===== src/rtl/fgc_pkg.sv =====
// Package: shared step numbers and control bundle for the gated frequency counter.
// Assumes the gate timer starts at zero and visits every step once per period.
package fgc_pkg;
    // Timer values at which the fixed gate sequence acts; the order is behaviour.
    localparam int STEP_STOP    = 0;
    localparam int STEP_PUBLISH = 1;
    localparam int STEP_CLR_ON  = 2;
    localparam int STEP_CLR_OFF = 3;
    localparam int STEP_RUN     = 4;

    // Number of counted channels.
    localparam int NUM_CH = 2;

    // Controls the sequencer hands to the counters and result registers.
    typedef struct packed {
        logic count_en;
        logic clear;
        logic publish;
    } gate_ctl_t;
endpackage


===== src/rtl/fgc_gate_seq.sv =====
// Module: gate timer and stop/publish/clear/run sequencer.
// Counts clk cycles 0..GATE_LAST and drives the gate controls from the
// timer value. Assumes GATE_LAST >= 6 so the sequence fits in one period.
module fgc_gate_seq
    import fgc_pkg::*;
#(
    parameter int GATE_LAST = 24000005
) (
    input  logic      clk,
    input  logic      rst_n,
    output gate_ctl_t ctl
);
    localparam int TMR_W = $clog2(GATE_LAST + 1);
    localparam logic [TMR_W-1:0] LAST_T  = TMR_W'(GATE_LAST);
    localparam logic [TMR_W-1:0] T_STOP  = TMR_W'(STEP_STOP);
    localparam logic [TMR_W-1:0] T_PUB   = TMR_W'(STEP_PUBLISH);
    localparam logic [TMR_W-1:0] T_CLON  = TMR_W'(STEP_CLR_ON);
    localparam logic [TMR_W-1:0] T_CLOFF = TMR_W'(STEP_CLR_OFF);
    localparam logic [TMR_W-1:0] T_RUN   = TMR_W'(STEP_RUN);

    logic [TMR_W-1:0] tmr;
    logic             en_q;
    logic             clr_q;

    // Free-running period timer with wrap at GATE_LAST.
    always_ff @(posedge clk) begin
        if (!rst_n)              tmr <= '0;
        else if (tmr == LAST_T)  tmr <= '0;
        else                     tmr <= tmr + 1'b1;
    end

    // Count-enable: dropped at the stop step, raised again at the run step.
    always_ff @(posedge clk) begin
        if (!rst_n)               en_q <= 1'b0;
        else if (tmr == T_STOP)   en_q <= 1'b0;
        else if (tmr == T_RUN)    en_q <= 1'b1;
    end

    // Counter clear: raised at the clear step, released at the next one.
    always_ff @(posedge clk) begin
        if (!rst_n)               clr_q <= 1'b0;
        else if (tmr == T_CLON)   clr_q <= 1'b1;
        else if (tmr == T_CLOFF)  clr_q <= 1'b0;
    end

    // Bundle outputs; publish is a one-cycle strobe at the publish step.
    always_comb begin
        ctl.count_en = en_q;
        ctl.clear    = clr_q;
        ctl.publish  = (tmr == T_PUB);
    end

    // the timer wraps to zero after its last value.
    a_r1_wrap: assert property (@(posedge clk) disable iff (!rst_n)
        (tmr == LAST_T) |=> (tmr == '0));
    // below the last value the timer advances by exactly one.
    a_r1_step: assert property (@(posedge clk) disable iff (!rst_n)
        (tmr != LAST_T) |=> (tmr == $past(tmr) + 1'b1));
    // the gate is shut from the publish step through the run step.
    a_r2_gate_shut: assert property (@(posedge clk) disable iff (!rst_n)
        (tmr >= T_PUB && tmr <= T_RUN) |-> !en_q);
    // the clear is seen only while the timer reads the release step.
    a_r5_clear_slot: assert property (@(posedge clk) disable iff (!rst_n)
        clr_q |-> (tmr == T_CLOFF));
endmodule


===== src/rtl/fgc_edge_sync.sv =====
// Module: two-flop synchroniser with rising-edge detect.
// Assumes the input holds each level for at least one clk cycle;
// produces a one-cycle strike per low-to-high transition.
module fgc_edge_sync (
    input  logic clk,
    input  logic rst_n,
    input  logic async_in,
    output logic rise
);
    logic meta_q;
    logic sync_q;
    logic last_q;

    // Two-stage capture of the asynchronous level plus one history flop.
    always_ff @(posedge clk) begin
        if (!rst_n) begin
            meta_q <= 1'b0;
            sync_q <= 1'b0;
            last_q <= 1'b0;
        end else begin
            meta_q <= async_in;
            sync_q <= meta_q;
            last_q <= sync_q;
        end
    end

    // Edge strike from the synchronised level and its delayed copy.
    assign rise = sync_q & ~last_q;

    // a strike lasts one cycle only.
    a_r7_single_strike: assert property (@(posedge clk) disable iff (!rst_n)
        rise |=> !rise);
endmodule


===== src/rtl/fgc_sat_counter.sv =====
// Module: saturating event counter with synchronous clear.
// Clear has priority over counting; counts strikes only while enabled.
module fgc_sat_counter #(
    parameter int CNT_W = 32
) (
    input  logic             clk,
    input  logic             rst_n,
    input  logic             clear,
    input  logic             enable,
    input  logic             strike,
    output logic [CNT_W-1:0] count
);
    localparam logic [CNT_W-1:0] ALL_ONES = '1;

    logic at_top;
    assign at_top = (count == ALL_ONES);

    // Count strikes while the gate is open; stop at all ones.
    always_ff @(posedge clk) begin
        if (!rst_n)                         count <= '0;
        else if (clear)                     count <= '0;
        else if (enable && strike && !at_top) count <= count + 1'b1;
    end

    // a full counter stays full until cleared.
    a_r6_no_wrap: assert property (@(posedge clk) disable iff (!rst_n)
        (at_top && !clear) |=> (count == ALL_ONES));
    // a clear leaves the counter at zero.
    a_r5_cleared: assert property (@(posedge clk) disable iff (!rst_n)
        clear |=> (count == '0));
    // with the gate shut and no clear, the count does not move.
    a_r2_idle: assert property (@(posedge clk) disable iff (!rst_n)
        (!enable && !clear) |=> $stable(count));
endmodule


===== src/rtl/fgc_result_reg.sv =====
// Module: published result words for one channel.
// Loads the split count on the publish strobe unless hold is high.
module fgc_result_reg #(
    parameter int HALF_W = 16
) (
    input  logic                clk,
    input  logic                rst_n,
    input  logic                publish,
    input  logic                hold,
    input  logic [2*HALF_W-1:0] count,
    output logic [HALF_W-1:0]   word_hi,
    output logic [HALF_W-1:0]   word_lo
);
    // Capture the two halves of the count at the publish step.
    always_ff @(posedge clk) begin
        if (!rst_n) begin
            word_hi <= '0;
            word_lo <= '0;
        end else if (publish && !hold) begin
            word_hi <= count[2*HALF_W-1:HALF_W];
            word_lo <= count[HALF_W-1:0];
        end
    end

    // a held publish leaves both words untouched.
    a_r4_hold_keeps: assert property (@(posedge clk) disable iff (!rst_n)
        (publish && hold) |=> ($stable(word_hi) && $stable(word_lo)));
    // outside the publish strobe the words never change.
    a_r1_quiet: assert property (@(posedge clk) disable iff (!rst_n)
        !publish |=> ($stable(word_hi) && $stable(word_lo)));
endmodule


===== src/rtl/freq_gate_meter.sv =====
// Module: top of the gated dual-channel frequency counter.
// Channel 0 is the prescaled oscillator, channel 1 the external reference.
// Assumes both inputs are slower than clk/2 with levels of >= 1 cycle.
module freq_gate_meter
    import fgc_pkg::*;
#(
    parameter int GATE_LAST = 24000005,
    parameter int HALF_W    = 16
) (
    input  logic              clk,
    input  logic              rst_n,
    input  logic              osc_in,
    input  logic              ext_in,
    input  logic              hold_results,
    output logic [HALF_W-1:0] osc_hi,
    output logic [HALF_W-1:0] osc_lo,
    output logic [HALF_W-1:0] ext_hi,
    output logic [HALF_W-1:0] ext_lo
);
    localparam int CNT_W = 2 * HALF_W;

    gate_ctl_t         ctl;
    logic [NUM_CH-1:0] raw_in;
    logic [NUM_CH-1:0] strike;
    logic [CNT_W-1:0]  count [NUM_CH];
    logic [HALF_W-1:0] res_hi [NUM_CH];
    logic [HALF_W-1:0] res_lo [NUM_CH];

    assign raw_in = {ext_in, osc_in};

    fgc_gate_seq #(.GATE_LAST(GATE_LAST)) u_seq (
        .clk   (clk),
        .rst_n (rst_n),
        .ctl   (ctl)
    );

    // One synchroniser, counter and result register per channel.
    for (genvar ch = 0; ch < NUM_CH; ch++) begin : g_ch
        fgc_edge_sync u_sync (
            .clk      (clk),
            .rst_n    (rst_n),
            .async_in (raw_in[ch]),
            .rise     (strike[ch])
        );

        fgc_sat_counter #(.CNT_W(CNT_W)) u_cnt (
            .clk    (clk),
            .rst_n  (rst_n),
            .clear  (ctl.clear),
            .enable (ctl.count_en),
            .strike (strike[ch]),
            .count  (count[ch])
        );

        fgc_result_reg #(.HALF_W(HALF_W)) u_res (
            .clk     (clk),
            .rst_n   (rst_n),
            .publish (ctl.publish),
            .hold    (hold_results),
            .count   (count[ch]),
            .word_hi (res_hi[ch]),
            .word_lo (res_lo[ch])
        );
    end

    assign osc_hi = res_hi[0];
    assign osc_lo = res_lo[0];
    assign ext_hi = res_hi[1];
    assign ext_lo = res_lo[1];

    // an unheld publish copies the live count into the words.
    a_r3_publish_copy: assert property (@(posedge clk) disable iff (!rst_n)
        (ctl.publish && !hold_results) |=> ({osc_hi, osc_lo} == $past(count[0])));
endmodule


===== config.mk =====
export PLATFORM = sky130hd
export DESIGN_NAME = freq_gate_meter
export DESIGN_NICKNAME = d
export VERILOG_FILES = /design/src/rtl/fgc_pkg.sv /design/src/rtl/fgc_gate_seq.sv /design/src/rtl/fgc_edge_sync.sv /design/src/rtl/fgc_sat_counter.sv /design/src/rtl/fgc_result_reg.sv /design/src/rtl/freq_gate_meter.sv
export SDC_FILE = /design/constraint.sdc
export NUM_CORES = 1
export LEC_CHECK = 0
export ABC_AREA = 1
export BUFFER_PORTS_ARGS = -buffer_cell sky130_fd_sc_hd__buf_2
export CAP_MARGIN = 20
export CELL_PAD_IN_SITES_DETAIL_PLACEMENT = 1
export CELL_PAD_IN_SITES_GLOBAL_PLACEMENT = 1
export CORE_MARGIN = 5
export CORE_UTILIZATION = 46
export CTS_CLUSTER_DIAMETER = 30
export CTS_CLUSTER_SIZE = 20
export DETAILED_ROUTE_END_ITERATION = 10
export MAX_ROUTING_LAYER = met4
export PLACE_DENSITY = 0.94
export SYNTH_ARGS = -nofsm -noshare
export SYNTH_HDL_FRONTEND = slang
export SYNTH_SLANG_ARGS = --single-unit

===== constraint.sdc =====
create_clock -name clk -period 4.5 [get_ports clk]
set_clock_uncertainty 0.05 [all_clocks]
set_input_delay 0.45 -clock clk [delete_from_list [all_inputs] [get_ports clk]]
set_output_delay 0.45 -clock clk [all_outputs]
set_load 0.02 [all_outputs]

# After elaboration in Yosys (flattened, before gate mapping)
# Cells that the tools add are included.
[classes]
bitwise_logic = 5
eq_ne = 7
n_mux = 2
reduce_logical = 13
n_addsub = 3
[ops]
columns = ["operator", "n"]
rows = [
  ["$add 32x1->32 const B", 2],
  ["$eq 32x32->1 const B", 2],
  ["$eq 25x2->1 const B", 2],
  ["$add 25x1->25 const B", 1],
  ["$eq 25x1->1 const B", 1],
  ["$eq 25x25->1 const B", 1],
  ["$eq 25x3->1 const B", 1],
  ["$logic_not 25->1", 1],
  ["$reduce_or 2->1", 3],
  ["$logic_and 1x1->1", 5],
  ["$logic_not 1->1", 3],
  ["$not 1->1", 3],
  ["$and 1x1->1", 2],
  ["$mux 1", 2],
  ["$reduce_bool 2->1", 1],
]
[word_totals]
in_bits = 5
out_inout_bits = 64
regBits = 161
elab_cells = 45

# Longest topological paths before layout
[depth]
word_depth = 4
mapped_depth = 11
depth_no_buf = 11

# Cells and area by module
# From an unflattened synthesis, not the netlist that was laid out.
[unflattened]
cells_unflattened = 1349
hier_area_um2 = 8538.2
[by_module_without_submodules]
columns = ["mod", "seq_area_each_um2", "n_inst", "cells_per_inst", "area_each_um2"]
rows = [
  ["fgc_sat_counter", 640.6, 2, 331, 1988.2],
  ["fgc_result_reg", 640.6, 2, 208, 1382.6],
  ["fgc_gate_seq", 540.5, 1, 249, 1611.5],
  ["fgc_edge_sync", 60.1, 2, 11, 92.6],
]

# Worst setup path before layout
# Ideal clock, no wire load.
[synth_timing]
path_kind = "flip-flop to flip-flop"
from = "register g_ch[0].u_cnt.count[0]"
to = "register g_ch[0].u_cnt.count[2]"
n_path_buf = 2
t_required_ps = 4335
path_stages_with_launch = 11
arrival_ps = 1481
setup_ps = 115
synth_period_minus_slack_ps = 1647
setup_slack_ps = 2853
cell_sequence = "dfxtp_1 -> ha_1 -> nand2_1 -> nor2_2 -> nand2_2 -> nor2_4 -> nand2_2 -> buf_6 -> buf_6 -> a31oi_1 -> nor2_1"
[synth_between]
elab_chain_cells = 3
word_cells_on_any_way = 4
cone_classes = "add/sub (1); eq/ne (1); reduce/logical (2)"
[synth_lines]
columns = ["item", "line_no", "rtl"]
rows = [
  ["start: declaration", "fgc_sat_counter.sv:11", "output logic [CNT_W-1:0] count"],
  ["start signal: assignment", "fgc_sat_counter.sv:22", "else if (enable && strike && !at_top) count <= count + 1'b1;"],
  ["parallel branches: the longest is 3 deep, another holds $add 32x1->32", "--", ""],
]
# Parallel ways; which one is timed is not known.
# A chain may end at the register's enable or synchronous reset.

# Final worst setup path
[layout_timing]
from = "register g_ch[1].u_cnt.count[0]"
to = "register g_ch[1].u_cnt.count[28]"
[layout_between]
elab_chain_cells = 3
word_cells_on_any_way = 4
cone_classes = "add/sub (1); eq/ne (1); reduce/logical (2)"
[layout_lines]
columns = ["item", "line_no"]
rows = [
  ["start: declaration", "fgc_sat_counter.sv:11"],
  ["start signal: assignment", "fgc_sat_counter.sv:22"],
  ["parallel branches: the longest is 3 deep, another holds $add 32x1->32", "--"],
]
# Parallel ways; which one is timed is not known.

==> impl_metrics.prom <==
# TYPE chip_impl_metric gauge
chip_impl_metric{name="highest_achievable_clock_rate",unit="MHz"} 377
chip_impl_metric{name="ant_diodes",unit=""} 0
chip_impl_metric{name="synthesis.yosys.warnings",unit=""} 0
chip_impl_metric{name="hold_viol_final",unit=""} 0
chip_impl_metric{name="tightest_slew",unit="ns"} 0.865
chip_impl_info{name="synth_common_cells",value="sky130_fd_sc_hd__nor2_1, sky130_fd_sc_hd__nand2_1, sky130_fd_sc_hd__dfxtp_1, sky130_fd_sc_hd__inv_1, sky130_fd_sc_hd__nand3_1"} 1
chip_impl_metric{name="share_of_cells_above_drive_strength_1",unit="%"} 10.8
chip_impl_metric{name="drt-pass1-iter-count",unit=""} 5
chip_impl_metric{name="post_synth_xor_area_fraction",unit="%"} 1.45
chip_impl_info{name="synth.most_common_cell",value="sky130_fd_sc_hd__nor2_1"} 1
chip_impl_metric{name="grt_max_degree",unit=""} 74
chip_impl_info{name="timing.rr.end",value="g_ch[1].u_cnt.count[28]"} 1
chip_impl_metric{name="die-width",unit="microns"} 141
chip_impl_info{name="tritoncts",value="done"} 1
chip_impl_metric{name="timing.max_slew.rel_slack",unit="%"} 42.2
chip_impl_metric{name="totalPowerFinal",unit="mW"} 3.20
chip_impl_metric{name="comb_power_share",unit="%"} 8.3
chip_impl_metric{name="total_leakage_power",unit="nW"} 3.59
chip_impl_metric{name="post-route-drc-count",unit=""} 0
chip_impl_metric{name="cellInternalPower",unit="mW"} 2.35
chip_impl_metric{name="min_period",unit="ns"} 2.65
chip_impl_metric{name="setup_viol_count_final",unit=""} 0
chip_impl_metric{name="layout_worst_path_cycle_share",unit="%"} 58.9
chip_impl_metric{name="number_of_vias_per_cell",unit=""} 5.38
chip_impl_metric{name="setup.reg_to_reg.worst_slack",unit="ns"} 1.85
chip_impl_metric{name="dpl_cell_area",unit="sq mm"} 0.00825
chip_impl_metric{name="postCtsResizedCells",unit=""} 0
chip_impl_info{name="hold_path_class",value="input port to flip-flop"} 1
chip_impl_metric{name="drt_first_iter_violations",unit=""} 549
chip_impl_metric{name="cts_hold_buffers",unit=""} 0
chip_impl_metric{name="power_frac_clock",unit="%"} 45.0
chip_impl_metric{name="global_route_wire_length_before_repair",unit="mm"} 40.6
chip_impl_metric{name="gpl.final_weighted_congestion",unit=""} 0.893
chip_impl_metric{name="dp.final_hpwl",unit="mm"} 16.1
chip_impl_info{name="grt_setup_unrepaired",value="false"} 1
chip_impl_metric{name="synth.yosys.seq_area_share",unit="%"} 41.1
chip_impl_metric{name="synth_area",unit="sq mm"} 0.00784
chip_impl_info{name="synth_top_area_cell",value="sky130_fd_sc_hd__dfxtp_1"} 1
chip_impl_metric{name="power.share.switching",unit="%"} 26.6
chip_impl_metric{name="num_io_pins",unit=""} 69
chip_impl_metric{name="area_of_the_core",unit="sq mm"} 0.0166
chip_impl_metric{name="cap_violations",unit=""} 0
chip_impl_metric{name="wl",unit="mm"} 24.3
chip_impl_metric{name="first_global_vias",unit=""} 8284
chip_impl_metric{name="num_vias",unit=""} 7978
chip_impl_metric{name="critPathMaxFanout",unit=""} 43
chip_impl_info{name="critPathKind",value="flip-flop to flip-flop"} 1
chip_impl_info{name="crit_path_start_kind",value="flip-flop"} 1
chip_impl_info{name="netlist_top_cells_area",value="sky130_fd_sc_hd__dfxtp_1, sky130_fd_sc_hd__nor2_1, sky130_fd_sc_hd__nand2_1"} 1
chip_impl_metric{name="htreeDepth",unit=""} 4
chip_impl_metric{name="die_area",unit="sq mm"} 0.0197
chip_impl_metric{name="seq_power_share",unit="%"} 46.7
chip_impl_info{name="synth_top_family_by_area",value="simple AND/OR/NAND/NOR gates"} 1
chip_impl_metric{name="start_util",unit="%"} 47.1
chip_impl_metric{name="post-synth-top-area-fraction",unit="%"} 41.1
chip_impl_metric{name="synth_simple_gate_area_share",unit="%"} 39.8
chip_impl_metric{name="hold_depth",unit=""} 3
chip_impl_metric{name="globalRoute.totalOverflow",unit=""} 0
chip_impl_metric{name="synth-edff-count",unit=""} 0
chip_impl_info{name="most_frequently_used_flop_master_after_synthesis",value="sky130_fd_sc_hd__dfxtp_1"} 1
chip_impl_metric{name="post_synth_inst_count",unit=""} 1201
chip_impl_metric{name="clk_pin_slew_worst_paths",unit="ns"} 0.07
chip_impl_metric{name="worst_ep_required_time",unit="ns"} 4.79
chip_impl_metric{name="synthesized_area_fraction_occupied_by_ao_oa_aoi_and_oai_cells",unit="%"} 8.54
chip_impl_metric{name="avgRoutedWirePerCell",unit="microns"} 16.4
chip_impl_metric{name="layout.cells.non_filler",unit=""} 1484
chip_impl_metric{name="clock_sinks",unit=""} 161
chip_impl_metric{name="numCtsBuffers",unit=""} 17
chip_impl_info{name="root_cell_of_the_clock_tree",value="sky130_fd_sc_hd__clkbuf_16"} 1
chip_impl_metric{name="post_route_design_area",unit="sq mm"} 0.00885
chip_impl_metric{name="nFillCells",unit=""} 2282
chip_impl_metric{name="switching_power",unit="mW"} 0.853
chip_impl_metric{name="synth_mux_area_share",unit="%"} 0
chip_impl_info{name="crit_path_end_kind",value="flip-flop"} 1
chip_impl_metric{name="irDropWorstVdd",unit="V"} 0.000282
chip_impl_metric{name="nets_finish",unit=""} 1262
chip_impl_metric{name="io_buffers",unit=""} 68
chip_impl_metric{name="number_of_antenna_violations_at_the_first_check_in_global_routing",unit=""} 0
chip_impl_info{name="crit-reg2reg-launch",value="g_ch[1].u_cnt.count[0]"} 1
chip_impl_info{name="run_status",value="complete, no violations"} 1
chip_impl_metric{name="numPlacedInstances",unit=""} 1451
chip_impl_metric{name="placement_rows",unit=""} 47
chip_impl_metric{name="gr-usage-all-layers",unit="%"} 25.7
chip_impl_metric{name="worst_reg_to_reg_cells",unit=""} 10
chip_impl_metric{name="ys_async_sr_fraction",unit="%"} 0
chip_impl_metric{name="max-clock-path-buffers",unit=""} 2
chip_impl_metric{name="mappedNetlistNets",unit=""} 1212
chip_impl_metric{name="synth_seq_cells",unit=""} 161
chip_impl_info{name="hold_path_startpoint",value="osc_in"} 1
chip_impl_metric{name="critPathArrivalTime",unit="ns"} 2.94
chip_impl_metric{name="unique_cell_type_count_in_the_yosys_netlist",unit=""} 31
chip_impl_metric{name="setup_tns",unit="ns"} 0
chip_impl_metric{name="chipHeight",unit="microns"} 141
chip_impl_metric{name="clock_insertion_delay_worst_skew",unit="ns"} 0.44
chip_impl_metric{name="adder_cell_share_of_the_synthesized_area",unit="%"} 0.958
chip_impl_metric{name="power.density",unit="mW/mm^2"} 362
chip_impl_info{name="holdPathEnd",value="g_ch[0].u_sync.meta_q"} 1
chip_impl_metric{name="timing_max_transition_violations_final",unit=""} 0
chip_impl_metric{name="syn2layout_area_growth",unit="%"} 12.9
chip_impl_metric{name="route.antenna.remaining_nets",unit=""} 0
chip_impl_metric{name="synth.avg_cell_area",unit="sq um"} 6.52
chip_impl_metric{name="post_cts_buffers",unit=""} 0
-- power groups by stage --
| stage | Sequential [mW] | Clock [mW] | Combinational (mW) |
|---|---|---|---|
| global route | 1.50 | 1.52 | 0.294 |
| CTS | 1.50 | 1.46 | 0.267 |
| detailed placement | 1.53 | 0 | 0.261 |
| global placement | 1.53 | 0 | 0.251 |
| finish | 1.50 | 1.44 | 0.265 |
| floorplan | 1.57 | 0 | 0.137 |
-- routing by layer --
| layer | part of all wire [%] | wire, microns | track usage (%) | up-vias |
|---|---|---|---|---|
| met5 | 0 | 0 | - | - |
| met2 | 52 | 12600 | 45.9 | 155 |
| met1 | 43 | 10400 | 28.9 | 3888 |
| met4 | 1.8 | 441 | 8.31 | 0 |
| li1 | - | - | - | 3888 |
| met3 | 3.3 | 813 | 4.67 | 47 |
-- flip-flops by register name (all words and copies together) (netlist names), 2 cells and up --
register	flops
g_ch.u_res.word_lo	32
g_ch.u_sync.sync_q	2
g_ch.u_sync.last_q	2
g_ch.u_sync.meta_q	2
g_ch.u_res.word_hi	32
g_ch.u_cnt.count	64
u_seq.tmr	25
-- cell usage in the layout, fill, tap and decap left out --
cell,count
sky130_fd_sc_hd__a21oi_1,50
sky130_fd_sc_hd__a31oi_1,5
sky130_fd_sc_hd__and2_1,1
sky130_fd_sc_hd__buf_12,1
sky130_fd_sc_hd__buf_2,68
sky130_fd_sc_hd__buf_4,3
sky130_fd_sc_hd__bufinv_16,1
sky130_fd_sc_hd__clkbuf_16,17
sky130_fd_sc_hd__clkbuf_8,2
sky130_fd_sc_hd__clkinv_2,1
sky130_fd_sc_hd__clkinv_4,4
sky130_fd_sc_hd__clkinvlp_4,4
sky130_fd_sc_hd__dfxtp_1,161
sky130_fd_sc_hd__ha_1,6
sky130_fd_sc_hd__inv_1,104
sky130_fd_sc_hd__inv_2,2
sky130_fd_sc_hd__inv_6,2
sky130_fd_sc_hd__inv_8,1
sky130_fd_sc_hd__nand2_1,253
sky130_fd_sc_hd__nand2_2,5
sky130_fd_sc_hd__nand3_1,83
sky130_fd_sc_hd__nand3_2,2
sky130_fd_sc_hd__nand3b_1,5
sky130_fd_sc_hd__nand4_1,19
sky130_fd_sc_hd__nor2_1,333
sky130_fd_sc_hd__nor2_2,13
sky130_fd_sc_hd__nor2_4,7
sky130_fd_sc_hd__nor3_1,14
sky130_fd_sc_hd__nor3_2,1
sky130_fd_sc_hd__nor3_4,1
sky130_fd_sc_hd__nor3b_1,4
sky130_fd_sc_hd__o21ai_0,15
sky130_fd_sc_hd__o21ai_1,58
sky130_fd_sc_hd__o21bai_1,3
sky130_fd_sc_hd__or2_0,1
sky130_fd_sc_hd__or2_2,1
sky130_fd_sc_hd__xnor2_1,5
sky130_fd_sc_hd__xor2_1,8
-- worst max-delay path by stage --
stage                                 from                       to  cells after the start
floorplan           g_ch[0].u_cnt.count[0]   g_ch[0].u_cnt.count[2]                     10
global placement                     rst_n  g_ch[0].u_cnt.count[29]                      8
detailed placement                   rst_n  g_ch[0].u_cnt.count[29]                      8
CTS                 g_ch[1].u_cnt.count[0]  g_ch[1].u_cnt.count[28]                     10
global route        g_ch[1].u_cnt.count[0]  g_ch[1].u_cnt.count[28]                     10
finish              g_ch[1].u_cnt.count[0]  g_ch[1].u_cnt.count[28]                     10
-- critical path, stage by stage (launching register included) --
cell and delay (ns):
sky130_fd_sc_hd__dfxtp_1 0.42, sky130_fd_sc_hd__ha_1 0.24, sky130_fd_sc_hd__nand2_1 0.08, sky130_fd_sc_hd__nor2_2 0.16
sky130_fd_sc_hd__nand2_2 0.13, sky130_fd_sc_hd__nor2_2 0.14, sky130_fd_sc_hd__nand3_2 0.64, sky130_fd_sc_hd__nand2_1 0.44
sky130_fd_sc_hd__nand2_1 0.11, sky130_fd_sc_hd__nand2_1 0.08, sky130_fd_sc_hd__nor2_1 0.05
-- final cells by class --
class	instances	area, sq um	area share (%)
Clock buffer	19	453	5.12
Clock inverter	13	129	1.46
Inverter	106	398	4.50
Multi-Input combinational cell	893	3990	45.1
Sequential cell	161	3220	36.4
Tap cell	220	275	3.11
Timing Repair Buffer	72	383	4.33
-- per-stage QoR --
stage | util (%) | hold slack [ns] | setup WS [ns]
after global routing | 53.2 | 0.181 | 1.55
final | 53.2 | 0.186 | 1.85
after detailed placement | 49.5 | 0.360 | 1.75
after global placement | 49.5 | 0.349 | 1.81
after CTS | 53.0 | 0.174 | 1.86
after floorplan | - | 0.340 | 2.85
-- logic make-up (layout without fill, tap and decap cells) --
kind of cell,Yosys count,in the layout
AO/OA/AOI/OAI,131,131
XOR/XNOR,13,13
adder cells (fa/ha/maj),6,6
buffers and inverters,147,210
flip-flops,161,161
AND/OR/NAND/NOR,743,743
(Power assumes the default switching activity.)
